$ cat src/rtl/gpio_bank_pkg.sv
package gpio_bank_pkg;
  localparam int NCTL = 6;
  localparam int C_OWN = 0;
  localparam int C_OE  = 1;
  localparam int C_DAT = 2;
  localparam int C_PU  = 3;
  localparam int C_PD  = 4;
  localparam int C_OD  = 5;
  localparam int NPERIPH = 4;
  localparam int A_SEL1  = 18;
  localparam int A_SEL2  = 19;
  localparam int A_LEVEL = 20;

  // reset polarity of each control: ownership and pull-up start at ones
  function automatic logic ctl_reset_one(int idx);
    return (idx == C_OWN) || (idx == C_PU);
  endfunction
endpackage

$ cat src/rtl/gpio_setclr_reg.sv
module gpio_setclr_reg #(
  parameter int   W       = 32,
  parameter logic RST_ONE = 1'b0
) (
  input  logic         clk,
  input  logic         rst_n,
  input  logic [W-1:0] set_mask,
  input  logic [W-1:0] clr_mask,
  output logic [W-1:0] q
);
  // clear wins over set for the same bit
  always_ff @(posedge clk or negedge rst_n) begin
    if (!rst_n) q <= {W{RST_ONE}};
    else        q <= (q | set_mask) & ~clr_mask;
  end
endmodule

$ cat src/rtl/gpio_sync2.sv
module gpio_sync2 #(
  parameter int W = 32
) (
  input  logic         clk,
  input  logic         rst_n,
  input  logic [W-1:0] d,
  output logic [W-1:0] q
);
  logic [W-1:0] stage1;
  always_ff @(posedge clk or negedge rst_n) begin
    if (!rst_n) begin
      stage1 <= '0;
      q      <= '0;
    end else begin
      stage1 <= d;
      q      <= stage1;
    end
  end
endmodule

$ cat src/rtl/gpio_pad_mux.sv
module gpio_pad_mux
  import gpio_bank_pkg::*;
#(
  parameter int NPIN = 32
) (
  input  logic [NPIN-1:0]         own,
  input  logic [NPIN-1:0]         oe,
  input  logic [NPIN-1:0]         dat,
  input  logic [NPIN-1:0]         od,
  input  logic [NPIN-1:0]         sel1,
  input  logic [NPIN-1:0]         sel2,
  input  logic [NPERIPH*NPIN-1:0] periph_out,
  input  logic [NPERIPH*NPIN-1:0] periph_oe,
  output logic [NPIN-1:0]         pad_out,
  output logic [NPIN-1:0]         pad_oe
);
  for (genvar p = 0; p < NPIN; p++) begin : g_pin
    logic [1:0] code;
    logic       drv_val, drv_en;
    assign code = {sel2[p], sel1[p]};
    always_comb begin
      if (own[p]) begin
        drv_val = dat[p];
        drv_en  = oe[p];
      end else begin
        drv_val = periph_out[int'(code)*NPIN + p];
        drv_en  = periph_oe[int'(code)*NPIN + p];
      end
      if (od[p]) begin
        pad_out[p] = 1'b0;
        pad_oe[p]  = drv_en & ~drv_val;
      end else begin
        pad_out[p] = drv_val;
        pad_oe[p]  = drv_en;
      end
    end
  end
endmodule

$ cat src/rtl/gpio_mux_bank.sv
module gpio_mux_bank
  import gpio_bank_pkg::*;
#(
  parameter int NPIN = 32,
  parameter int AW   = 5
) (
  input  logic                    clk,
  input  logic                    rst_n,
  input  logic                    bus_sel,
  input  logic                    bus_wr,
  input  logic [AW-1:0]           bus_addr,
  input  logic [NPIN-1:0]         bus_wdata,
  output logic [NPIN-1:0]         bus_rdata,
  input  logic [NPERIPH*NPIN-1:0] periph_out,
  input  logic [NPERIPH*NPIN-1:0] periph_oe,
  input  logic [NPIN-1:0]         pad_in,
  output logic [NPIN-1:0]         pad_out,
  output logic [NPIN-1:0]         pad_oe,
  output logic [NPIN-1:0]         pad_pu,
  output logic [NPIN-1:0]         pad_pd
);
  logic            wr_hit;
  logic [NPIN-1:0] raw_set [NCTL];
  logic [NPIN-1:0] raw_clr [NCTL];
  logic [NPIN-1:0] set_m   [NCTL];
  logic [NPIN-1:0] clr_m   [NCTL];
  logic [NPIN-1:0] ctl_q   [NCTL];
  logic [NPIN-1:0] sel1_q, sel2_q, level_q;
  logic [NPIN-1:0] own_q, oe_q, dat_q, pu_q, pd_q, od_q;

  assign wr_hit = bus_sel & bus_wr;

  always_comb begin
    for (int i = 0; i < NCTL; i++) begin
      raw_set[i] = (wr_hit && bus_addr == AW'(3*i))     ? bus_wdata : '0;
      raw_clr[i] = (wr_hit && bus_addr == AW'(3*i + 1)) ? bus_wdata : '0;
    end
    for (int i = 0; i < NCTL; i++) begin
      set_m[i] = raw_set[i];
      clr_m[i] = raw_clr[i];
    end
    // pull enables exclude each other
    clr_m[C_PU] = raw_clr[C_PU] | raw_set[C_PD];
    clr_m[C_PD] = raw_clr[C_PD] | raw_set[C_PU];
  end

  for (genvar g = 0; g < NCTL; g++) begin : g_ctl
    gpio_setclr_reg #(.W(NPIN), .RST_ONE(ctl_reset_one(g))) u_reg (
      .clk(clk), .rst_n(rst_n),
      .set_mask(set_m[g]), .clr_mask(clr_m[g]), .q(ctl_q[g])
    );
  end

  assign own_q = ctl_q[C_OWN];
  assign oe_q  = ctl_q[C_OE];
  assign dat_q = ctl_q[C_DAT];
  assign pu_q  = ctl_q[C_PU];
  assign pd_q  = ctl_q[C_PD];
  assign od_q  = ctl_q[C_OD];

  always_ff @(posedge clk or negedge rst_n) begin
    if (!rst_n) begin
      sel1_q <= '0;
      sel2_q <= '0;
    end else if (wr_hit) begin
      if (bus_addr == AW'(A_SEL1)) sel1_q <= bus_wdata;
      if (bus_addr == AW'(A_SEL2)) sel2_q <= bus_wdata;
    end
  end

  gpio_sync2 #(.W(NPIN)) u_sync (
    .clk(clk), .rst_n(rst_n), .d(pad_in), .q(level_q)
  );

  gpio_pad_mux #(.NPIN(NPIN)) u_mux (
    .own(own_q), .oe(oe_q), .dat(dat_q), .od(od_q),
    .sel1(sel1_q), .sel2(sel2_q),
    .periph_out(periph_out), .periph_oe(periph_oe),
    .pad_out(pad_out), .pad_oe(pad_oe)
  );

  assign pad_pu = pu_q;
  assign pad_pd = pd_q;

  always_comb begin
    bus_rdata = '0;
    if (bus_sel && !bus_wr) begin
      for (int i = 0; i < NCTL; i++)
        if (bus_addr == AW'(3*i + 2)) bus_rdata = ctl_q[i];
      if (bus_addr == AW'(A_SEL1))  bus_rdata = sel1_q;
      if (bus_addr == AW'(A_SEL2))  bus_rdata = sel2_q;
      if (bus_addr == AW'(A_LEVEL)) bus_rdata = level_q;
    end
  end
endmodule

$ cat config.mk
export PLATFORM = sky130hd
export DESIGN_NAME = gpio_mux_bank
export DESIGN_NICKNAME = d
export VERILOG_FILES = /design/src/rtl/gpio_bank_pkg.sv /design/src/rtl/gpio_setclr_reg.sv /design/src/rtl/gpio_sync2.sv /design/src/rtl/gpio_pad_mux.sv /design/src/rtl/gpio_mux_bank.sv
export SDC_FILE = /design/constraint.sdc
export NUM_CORES = 1
export LEC_CHECK = 0
export BUFFER_PORTS_ARGS = -buffer_cell sky130_fd_sc_hd__buf_2
export CORE_AREA = 2 2 192 194
export DETAILED_ROUTE_END_ITERATION = 6
export DIE_AREA = 0 0 194 196
export PLACE_DENSITY = 0.78
export SLEW_MARGIN = 15
export SYNTH_ARGS = -nofsm -noshare
export SYNTH_HDL_FRONTEND = slang
export SYNTH_SLANG_ARGS = --single-unit
$ cat constraint.sdc
create_clock -name clk -period 1.8 [get_ports clk]
set_input_delay 0 -clock clk [delete_from_list [all_inputs] [get_ports clk]]
set_output_delay 0 -clock clk [all_outputs]
set_load 0.005 [all_outputs]
== After elaboration in Yosys (flattened, before gate mapping) ==
Cells that the tools add are included.

* Register bits after elaboration: 320
* Bits in latches: 0
* RAM bits: 0
* Bits in read-only memories: 0
* Input port bits: 329
* Word-level logic and storage cells: 535
* Memories kept: 0

* Add/subtract/negate cells: 31
* $mul: 0
* Divide/modulo/power cells: 0
* Magnitude comparators: 32
* Equality and inequality tests: 20
* Shift-type cells: 0
* Muxes and demuxes: 340
* Bitwise gates (word level): 85
* Reductions and logical operators: 17

{| class="wikitable"
|+ Operators with widths
! operator !! count
|-
| $lt 32x9->1 const B || 31
|-
| $mux 32 || 22
|-
| $bmux 1 s7 || 62
|-
| $or 32x32->32 || 8
|-
| $mux 1 || 254
|-
| $and 32x32->32 || 6
|-
| $not 32->32 || 6
|-
| $add 7x5->8 const B || 16
|-
| $add 7x4->8 const B || 8
|-
| $eq 5x4->1 const B || 8
|-
| $and 1x1->1 || 33
|-
| $add 7x3->8 const B || 4
|-
| $not 1->1 || 32
|-
| $eq 5x5->1 const B || 5
|-
| $eq 5x3->1 const B || 4
|-
| $add 7x2->8 const B || 2
|-
| $logic_and 1x1->1 || 13
|-
| $eq 5x2->1 const B || 2
|-
| $add 7x1->8 const B || 1
|-
| $lt 7x8->1 const B || 1
|-
| $eq 5x1->1 const B || 1
|-
| $logic_not 5->1 || 1
|-
| $bmux 1 s2 || 2
|-
| $reduce_and 2->1 || 2
|-
| $logic_not 1->1 || 1
|}

== Longest topological paths before layout ==
Gate-level depths: netlist of the first run.

* Word-level depth: 11
* Depth in mapped cells: 8

== Modules after synthesis ==
Synthesis of the first run repeated with hierarchy kept, for this count alone.

* Cells, all modules: 2032
* Area, all modules: 19831.5 um^2

{| class="wikitable"
|+ Modules (own cells, without submodules)
! module !! times used !! cells each !! area an instance (um^2)
|-
| gpio_mux_bank || 1 || 1162 || 8413.1
|-
| gpio_setclr_reg (g_ctl[1].u_reg ...) || 4 || 64 || 1121.1
|-
| gpio_pad_mux || 1 || 422 || 3010.4
|-
| gpio_setclr_reg (g_ctl[0].u_reg ...) || 2 || 64 || 1161.1
|-
| gpio_sync2 || 1 || 64 || 1601.5
|}

== Worst setup path before layout of the first run ==
OpenSTA, ideal clock, no wires.

* Path kind: input -> register
* From: input port bus_addr[2]
* To: register sel1_q[12]
* Setup time: 125 ps
* Arrival: 1434 ps
* Required time: 1675 ps
* Path slack: 241 ps
* Stages on the path: 6
* Path buffers: 3
* Cell sequence: clkbuf_2 > or3b_1 > buf_2 > nor3_4 > buf_6 > mux2_2

* Longest elaborated chain between the ends: 2

{| class="wikitable"
|+ RTL lines
! what !! RTL line !! text
|-
| start: declaration || gpio_mux_bank.sv:11 || <nowiki>input logic [AW-1:0] bus_addr,</nowiki>
|-
| $eq 5x5->1 || gpio_mux_bank.sv:66 || <nowiki>if (bus_addr == AW'(A_SEL1)) sel1_q <= bus_wdata;</nowiki>
|-
| $reduce_and 2->1 (no line) || -- ||
|-
| end signal: assignment || gpio_mux_bank.sv:66 ||
|-
| end: declaration || gpio_mux_bank.sv:28 || <nowiki>logic [NPIN-1:0] sel1_q, sel2_q, level_q;</nowiki>
|}

Every way passes these cells.
A chain may end at the register's enable or synchronous reset.

== Final worst setup path of the first run ==
* From: register sel1_q[11]
* To: output port pad_out[11]

* Longest elaborated chain between the ends: 6

{| class="wikitable"
|+ RTL lines
! what !! RTL line !! text
|-
| $add 7x4->8 || gpio_pad_mux.sv:26 || <nowiki>drv_val = periph_out[int'(code)*NPIN + p];</nowiki>
|-
| $bmux 1 s7 || gpio_pad_mux.sv:26 ||
|-
| $mux 1 (not written as such) (2 in a row) || gpio_pad_mux.sv:26 ||
|-
| $mux 1 || gpio_pad_mux.sv:22 || <nowiki>if (own[p]) begin</nowiki>
|-
| $mux 1 || gpio_pad_mux.sv:29 || <nowiki>if (od[p]) begin</nowiki>
|-
| end: declaration || gpio_mux_bank.sv:17 || <nowiki>output logic [NPIN-1:0] pad_out,</nowiki>
|}

Every way passes these cells. The select of a mux whose other input is x is not followed.

==> results of run 1 <==
metrics by stage:
step / setup TNS, ns / hold WS (ns) / utilization, %
floorplan: 0 / -0.296 / -
global placement: -0.744 / -0.0701 / 57.7
detailed placement: -0.818 / -0.0702 / 57.7
CTS: -11.92 / 0.108 / 67.7
global route: -16.79 / 0.123 / 70.0
finish: -12.46 / 0.113 / 70.0
worst paths after layout:
path	start	endpoint	slack (ns)	cells after the start
hold reg to reg	u_sync.stage1[3]$_DFF_PN0_	u_sync.q[3]$_DFF_PN0_	0.35	0
setup / recovery	sel1_q[11]$_DFFE_PN0P_	pad_out[11]	-0.30	4
hold / removal	pad_in[23]	u_sync.stage1[23]$_DFF_PN0_	0.11	2
setup reg to reg	sel1_q[17]$_DFFE_PN0P_	sel1_q[17]$_DFFE_PN0P_	0.74	3
max in group asynchronous	rst_n	u_sync.q[21]$_DFF_PN0_	0.44	4
min in group asynchronous	rst_n	sel2_q[31]$_DFFE_PN0P_	0.50	3
layout make-up:
cell class	count	area share [%]
repair buffers	771	21.3
clock inverters	6	0.134
diodes	2	0.0198
multi-input cells	1117	39.7
clock buffers	59	4.35
flip-flops and latches	320	32.1
well taps	468	2.32
registers in the layout, indices dropped and copies added, names as in the netlist:
| signal | flops |
|---|---|
| u_sync.q | 32 |
| u_sync.stage1 | 32 |
| sel1_q | 32 |
| sel2_q | 32 |
| g_ctl.u_reg.q | 192 |
cell families after synthesis:
group	after synthesis	synth area share [%]
DFF	320	48.4
muxes	223	19.0
AOI/OAI and AO/OA	639	21.2
and+or+nand+nor	255	7.64
buffers and inverters	142	3.79
worst register-to-register path, stage by stage, from the launching register on:
cell and delay [ns]:
sky130_fd_sc_hd__dfrtp_2 0.43, sky130_fd_sc_hd__buf_6 0.14, sky130_fd_sc_hd__buf_4 0.13, sky130_fd_sc_hd__mux2_2 0.25
timing repair:
| action | 4_1_cts | 5_1_grt |
|---|---|---|
| setup buffers | 73 | 18 |
| setup endpoints to repair | 95 | 105 |
| hold buffers | 67 | 0 |
| gates resized for setup | 302 | 149 |
| pin swaps | 144 | 93 |
| gates cloned | 0 | 1 |
| endpoints found under the hold margin | 552 | 0 |
layer usage:
metal,share of wire (%),GRT usage (%),routed length (um)
met5,0.068,0,51
met4,6.7,21.9,5000
met3,11,10.3,8580
met2,46,59.5,34700
met1,35,45.3,26600
placed cells by master (no fill, tap or decap), types with 19 or more instances in the layout:
cell	instances
sky130_fd_sc_hd__o21ai_1	19
sky130_fd_sc_hd__dfstp_2	64
sky130_fd_sc_hd__nor2_1	42
sky130_fd_sc_hd__nor3_2	55
sky130_fd_sc_hd__o22ai_1	28
sky130_fd_sc_hd__clkbuf_16	38
sky130_fd_sc_hd__buf_4	162
sky130_fd_sc_hd__nand2_1	32
sky130_fd_sc_hd__a21oi_2	61
sky130_fd_sc_hd__o2bb2ai_2	21
sky130_fd_sc_hd__buf_2	482
sky130_fd_sc_hd__a21oi_1	412
sky130_fd_sc_hd__mux4_2	64
sky130_fd_sc_hd__nor2b_4	30
sky130_fd_sc_hd__mux2_4	32
sky130_fd_sc_hd__buf_12	44
sky130_fd_sc_hd__dfrtp_1	230
sky130_fd_sc_hd__dfrtp_2	26
sky130_fd_sc_hd__a2111oi_4	21
sky130_fd_sc_hd__dlygate4sd3_1	66
sky130_fd_sc_hd__mux2i_1	36
sky130_fd_sc_hd__mux2_2	76
power groups by stage:
stage | Combinational (mW) | Clock [mW] | Sequential (mW)
after CTS | 5.49 | 7.15 | 9.09
final | 6.02 | 7.14 | 9.21
after global placement | 4.19 | 0 | 9.18
after global routing | 6.38 | 7.46 | 9.28
after floorplan | 2.33 | 0 | 8.95
after detailed placement | 4.33 | 0 | 9.23
==> impl_metrics.ini, run 1 <==
[pwr]
power.share.sequential_pct = 41.2
netSwitchingFraction_pct = 30.5
vdd_ir_drop_max_mv = 0.718
internal-power_mw = 15.5
power_density_nw_per_um2 = 885
share_clk_of_total_power_pct = 31.9
pwr-share-comb_pct = 26.9
switching_power_mw = 6.83
power_mw = 22.4
static-leakage-power_nw = 11.2

[sta]
setup_repair_after_global_routing_missed_its_margin = yes
finalClockSkew_ns = 0.00528
fmax_mhz = 476
report.final.setup_viol = 82
postLayoutSetupSlackWorst_ns = -0.300
hold_viol = 0
layout_worst_path_cycle_share_pct = 117
drv_slew = 0
finalWorstPathRequiredPeriod_ns = 2.10
worstMarginPinSlew_ns = 0.955
timing.slew.headroom_pct = 36.3

[routing]
drc = 0
via_density = 6.56
detail_route.wl_per_cell_um = 27.3
final_antenna_net_count = 0
detail_route.wirelength_um = 74900
vias = 18000
dr.pass1.iters = 5
initialDrtViolationCount = 1757

[setup_path]
endpoint_arrival_time_on_the_critical_path_ns = 2.10
path_max_fanout = 4
crit_path_cell_trace = mux4_2, mux2_4, nor2b_4, buf_2
cp_num_buf_inv = 1
slowest_delay_ns = 0.58
crit_type = reg -> out
setup.worst_path.start_class = flop
worstSetupEndpointType = primary output
worst_ep_required_time_ns = 1.80
path_delay_family = multiplexers
crit_slowest_cell = sky130_fd_sc_hd__mux4_2

[global_routing]
gr-usage-all-layers_pct = 37.2
antenna_violations_before_repair = 5
largest_net_degree_at_the_start_of_global_routing = 79
via_count_of_the_first_global_routing_pass = 18300
grt_pass1_wl_um = 107000
gr-total-overflow = 0

[cts]
clk_transition_reported_paths_ns = 0.06
cts_root_buffer = sky130_fd_sc_hd__clkbuf_16
worstSkewPairLatency_ns = 0.52
cts_inserted_buffers = 37
cts.sinks = 320
ctsLongestPathBuffers = 3
cts_tree = built
htree_levels = 2

[logic_synthesis]
synthFlopType = sky130_fd_sc_hd__dfrtp_1
most_common_cell_in_the_netlist = sky130_fd_sc_hd__a21oi_1
synth_async_sr_flop_share_pct = 100
per_instance_average_area_after_synthesis_um2 = 10.6
yosys_warnings = 0
synth_top_cells_by_area = sky130_fd_sc_hd__dfrtp_1 38%, sky130_fd_sc_hd__a21oi_1 14%, sky130_fd_sc_hd__dfstp_2 10%
synthesized_netlist_cell_count = 1579
synth_largest_area_cell = sky130_fd_sc_hd__dfrtp_1
syn-num-nets = 1908
synth_sequential_area_ratio_pct = 48.4
synth_edf_count = 0
synth-seq-cells = 320
syn-cell-area_um2 = 16700
synth.lib_cells_used.distinct = 43
synth_common_cells = 481 x sky130_fd_sc_hd__a21oi_1, 256 x sky130_fd_sc_hd__dfrtp_1, 108 x sky130_fd_sc_hd__mux2_2, 80 x sky130_fd_sc_hd__nor3_1, 79 x sky130_fd_sc_hd__clkbuf_1
post-synth-top-area-fraction_pct = 38.3

[die]
fp-row-count = 70
pin_count = 489
core_area_um2 = 36100
start_util_pct = 46.3
fp.dieH_um = 196
die_area_um2 = 38000
die_width_um = 194

[outcome]
outcome = complete, but fails checks
violations = negative setup slack

[final_layout]
drive_above_1_share_pct = 57.7
areaGrowthSynthToFinish_pct = 51.1
fillCellCount = 2399
post_route_cell_area_um2 = 25300
instances_no_fill = 2743
multiInputGateArea_um2 = 10000
sequential_cell_area_um2 = 8120
layout.nets = 2576

[place]
routabilityCongestion = 0.911
dp.final_hpwl_um = 46700
dpl_worst_slack_ns = -0.337
placed_cell_area_um2 = 20800
placedCellCount = 2526
portBuffers = 488

[min_path]
hold_class = in -> reg

[flow_run]
maxCapViolations = 0
(Power assumes the default switching activity.)
==> run 2, diff against run 1 <==
--- a/config.mk
+++ b/config.mk
@@ -6,11 +6,13 @@
 export NUM_CORES = 1
 export LEC_CHECK = 0
 export BUFFER_PORTS_ARGS = -buffer_cell sky130_fd_sc_hd__buf_2
-export CORE_AREA = 2 2 192 194
+export CORE_MARGIN = 2
+export CORE_UTILIZATION = 55
 export DETAILED_ROUTE_END_ITERATION = 6
-export DIE_AREA = 0 0 194 196
-export PLACE_DENSITY = 0.78
+export GPL_ROUTABILITY_DRIVEN = 0
+export PLACE_DENSITY = 0.87
 export SLEW_MARGIN = 15
 export SYNTH_ARGS = -nofsm -noshare
 export SYNTH_HDL_FRONTEND = slang
+export SYNTH_HIERARCHICAL = 1
 export SYNTH_SLANG_ARGS = --single-unit
==> run 2 against run 1 <==
- the run ends with negative hold slack, negative setup slack left
- maximum frequency shrank 1.7%
- power shrank 0.81%
- sequential cell count did not move
- via count up 16%
- first-iteration DRC count grew 21%
- clock power decreased by 1%
- die area fell by 1.1%
- hold slack got worse by 0.12 ns
- core utilization is 5.4 points higher
- worst setup slack got worse by 0.035 ns
- critical endpoint is now pad_oe[29]
- highest routed layer unchanged
==> impl_metrics.ini, run 2 <==
[global_routing]
via_count_of_the_first_global_routing_pass = 21200
gr-usage-all-layers_pct = 40.0
gr-total-overflow = 0
largest_net_degree_at_the_start_of_global_routing = 52
grt_pass1_wl_um = 117000
antenna_violations_before_repair = 12

[setup_path]
crit_type = reg -> out
worst_ep_required_time_ns = 1.80
setup.worst_path.start_class = flop
endpoint_arrival_time_on_the_critical_path_ns = 2.14
path_max_fanout = 6
worstSetupEndpointType = primary output

[final_layout]
areaGrowthSynthToFinish_pct = 35.2
drive_above_1_share_pct = 39.5
largest_register = g_ctl.u_reg/q
layout.nets = 2999
fillCellCount = 2184
mostFrequentLayoutCells = 484 x sky130_fd_sc_hd__buf_2, 385 x sky130_fd_sc_hd__and2_1, 220 x sky130_fd_sc_hd__dfrtp_1
largest_register_ff_count = 192
post_route_cell_area_um2 = 26800
mostFrequentLayoutCell = sky130_fd_sc_hd__buf_2

[logic_synthesis]
synth_sequential_area_ratio_pct = 40.8
synth_edf_count = 0
share_of_the_synthesized_area_in_compound_gates_ao_oa_aoi_oai_pct = 25.6
post_synth_mux_area_share_pct = 7.21
synthFlopType = sky130_fd_sc_hd__dfrtp_1
synth_largest_area_cell = sky130_fd_sc_hd__dfrtp_1
synth_async_sr_flop_share_pct = 100
yosys_warnings = 6
synth_top_family_by_area = compound AO/OA/AOI/OAI gates
synth_area_in_xor_xnor_pct = 0.0442
synthesized_netlist_cell_count = 2032
synth_common_cells = 386 x sky130_fd_sc_hd__and2_1, 256 x sky130_fd_sc_hd__dfrtp_1, 192 x sky130_fd_sc_hd__o21ba_1, 126 x sky130_fd_sc_hd__nor2_1, 123 x sky130_fd_sc_hd__o21ai_0
post-synth-top-area-fraction_pct = 32.3
per_instance_average_area_after_synthesis_um2 = 9.76
syn-cell-area_um2 = 19800
most_common_cell_in_the_netlist = sky130_fd_sc_hd__and2_1
synth-simple-area-share_pct = 22.1
synth-seq-cells = 320
synth.lib_cells_used.distinct = 66
area_share_of_fa_ha_maj_cells_after_synthesis_pct = 0
syn-num-nets = 2361
synth_top_cells_by_area = sky130_fd_sc_hd__dfrtp_1 32%, sky130_fd_sc_hd__and2_1 12%, sky130_fd_sc_hd__o21ba_1 9.7%

[die]
die_width_um = 194
pin_count = 489
core_area_um2 = 35600
fp-row-count = 69
die_area_um2 = 37600
fp.dieH_um = 194
start_util_pct = 55.8

[sta]
finalWorstPathRequiredPeriod_ns = 2.14
timing.slew.headroom_pct = 56.3
hold-worst-slack_ns = -0.00896
worstMarginPinSlew_ns = 0.638
layout_worst_path_cycle_share_pct = 119
report.final.setup_viol = 73
setup_repair_after_global_routing_missed_its_margin = yes
fmax_mhz = 468
final.setup.tns_ns = -8.50
finalClockSkew_ns = 0.00441
drv_slew = 0
hold_viol = 6
postLayoutSetupSlackWorst_ns = -0.336

[cts]
cts_inserted_buffers = 34
cts_tree = built
cts.sinks = 320
cts_root_buffer = sky130_fd_sc_hd__clkbuf_16
clk_transition_reported_paths_ns = 0.06
htree_levels = 2
worstSkewPairLatency_ns = 0.51
ctsLongestPathBuffers = 3

[routing]
final_antenna_net_count = 0
vias = 20900
met2_length_um = 37800
drc = 0
dr.pass1.iters = 5
detail_route.wirelength_um = 80400
initialDrtViolationCount = 2123
detail_route.wl_per_cell_um = 25.4
via_density = 6.61
top_layer_used = met5
wl_met1_um = 27900
met3_layer_wire_length_in_the_routed_design_um = 8700

[place]
placed_cell_area_um2 = 23600
dp.final_hpwl_um = 53000
portBuffers = 488

[pwr]
power_mw = 22.2
vdd_ir_drop_max_mv = 0.613
static-leakage-power_nw = 12.6
power_density_nw_per_um2 = 827

[outcome]
outcome = complete, but fails checks
violations = negative hold slack, negative setup slack

[flow_run]
maxCapViolations = 0

[min_path]
hold_class = in -> async
## run 2: worst max-delay path, cell delays in order (launching register included)
cell and delay [ns]:
sky130_fd_sc_hd__dfrtp_2 0.48, sky130_fd_sc_hd__buf_6 0.15, sky130_fd_sc_hd__mux2i_2 0.21, sky130_fd_sc_hd__a311oi_2 0.14
sky130_fd_sc_hd__a211oi_2 0.38, sky130_fd_sc_hd__buf_4 0.18, sky130_fd_sc_hd__buf_6 0.08
## run 2: timing repair
item	CTS	global route
gates cloned	0	0
hold buffers	65	0
buffers inserted	58	23
pin swaps	134	55
resized for setup	205	88
endpoints found under the setup margin	91	93
hold endpoints to repair	488	0
## run 2: kinds of logic after synthesis
| family | count (synthesis) |
|---|---|
| compound gates | 625 |
| xor+xnor | 1 |
| buf+inv | 207 |
| flops | 320 |
| mux | 135 |
| simple gates | 744 |
## run 2: path summary, 6_finish.rpt
check	start	end	slack [ns]	depth (start not counted)
max	sel1_q[29]$_DFFE_PN0P_	pad_oe[29]	-0.34	6
min	rst_n	u_sync/stage1[31]$_DFF_PN0_	-0.009	2
max reg2reg	sel1_q[25]$_DFFE_PN0P_	sel1_q[25]$_DFFE_PN0P_	0.66	3
min reg2reg	u_sync/stage1[27]$_DFF_PN0_	u_sync/q[27]$_DFF_PN0_	0.34	0
max in group asynchronous	rst_n	g_ctl[3].u_reg/q[31]$_DFF_PN1_	1.03	3
min in group clk	pad_in[22]	u_sync/stage1[22]$_DFF_PN0_	0.12	2
## run 2: metrics by stage
stage	util [%]	setup WS [ns]	hold slack [ns]	std cells
after CTS	74.1	-0.231	0.00775	3134
final	75.4	-0.336	-0.00896	3167
after detailed placement	66.3	-0.0992	-0.0474	2950
after global placement	66.3	-0.0616	-0.0539	2950
after floorplan	-	0.269	-0.296	2032
after global routing	75.4	-0.344	0.0138	3163
## run 2: layout make-up
cell class | instances | area [um2] | share of cell area (%)
Antenna cell | 11 | 27.5 | 0.103
Clock buffer | 56 | 1060 | 3.94
Clock inverter | 5 | 53.8 | 0.201
Inverter | 58 | 255 | 0.952
Multi-Input combinational cell | 1505 | 11700 | 43.5
Sequential cell | 320 | 8130 | 30.3
Tap cell | 461 | 577 | 2.15
Timing Repair Buffer | 751 | 5050 | 18.8
## run 2: layer usage
| layer | vias up | global-route usage, % |
|---|---|---|
| li1 | 8607 | - |
| met1 | 9997 | 46.9 |
| met2 | 1823 | 65.2 |
| met3 | 516 | 8.42 |
| met4 | 2 | 29.2 |
| met5 | - | 0 |
## run 2: power breakdown
| part | switching, mW | internal [mW] |
|---|---|---|
| combinational | 2.71 | 2.95 |
| clock | 2.89 | 4.16 |
| sequential | 1.26 | 8.21 |
| total | 6.86 | 15.3 |
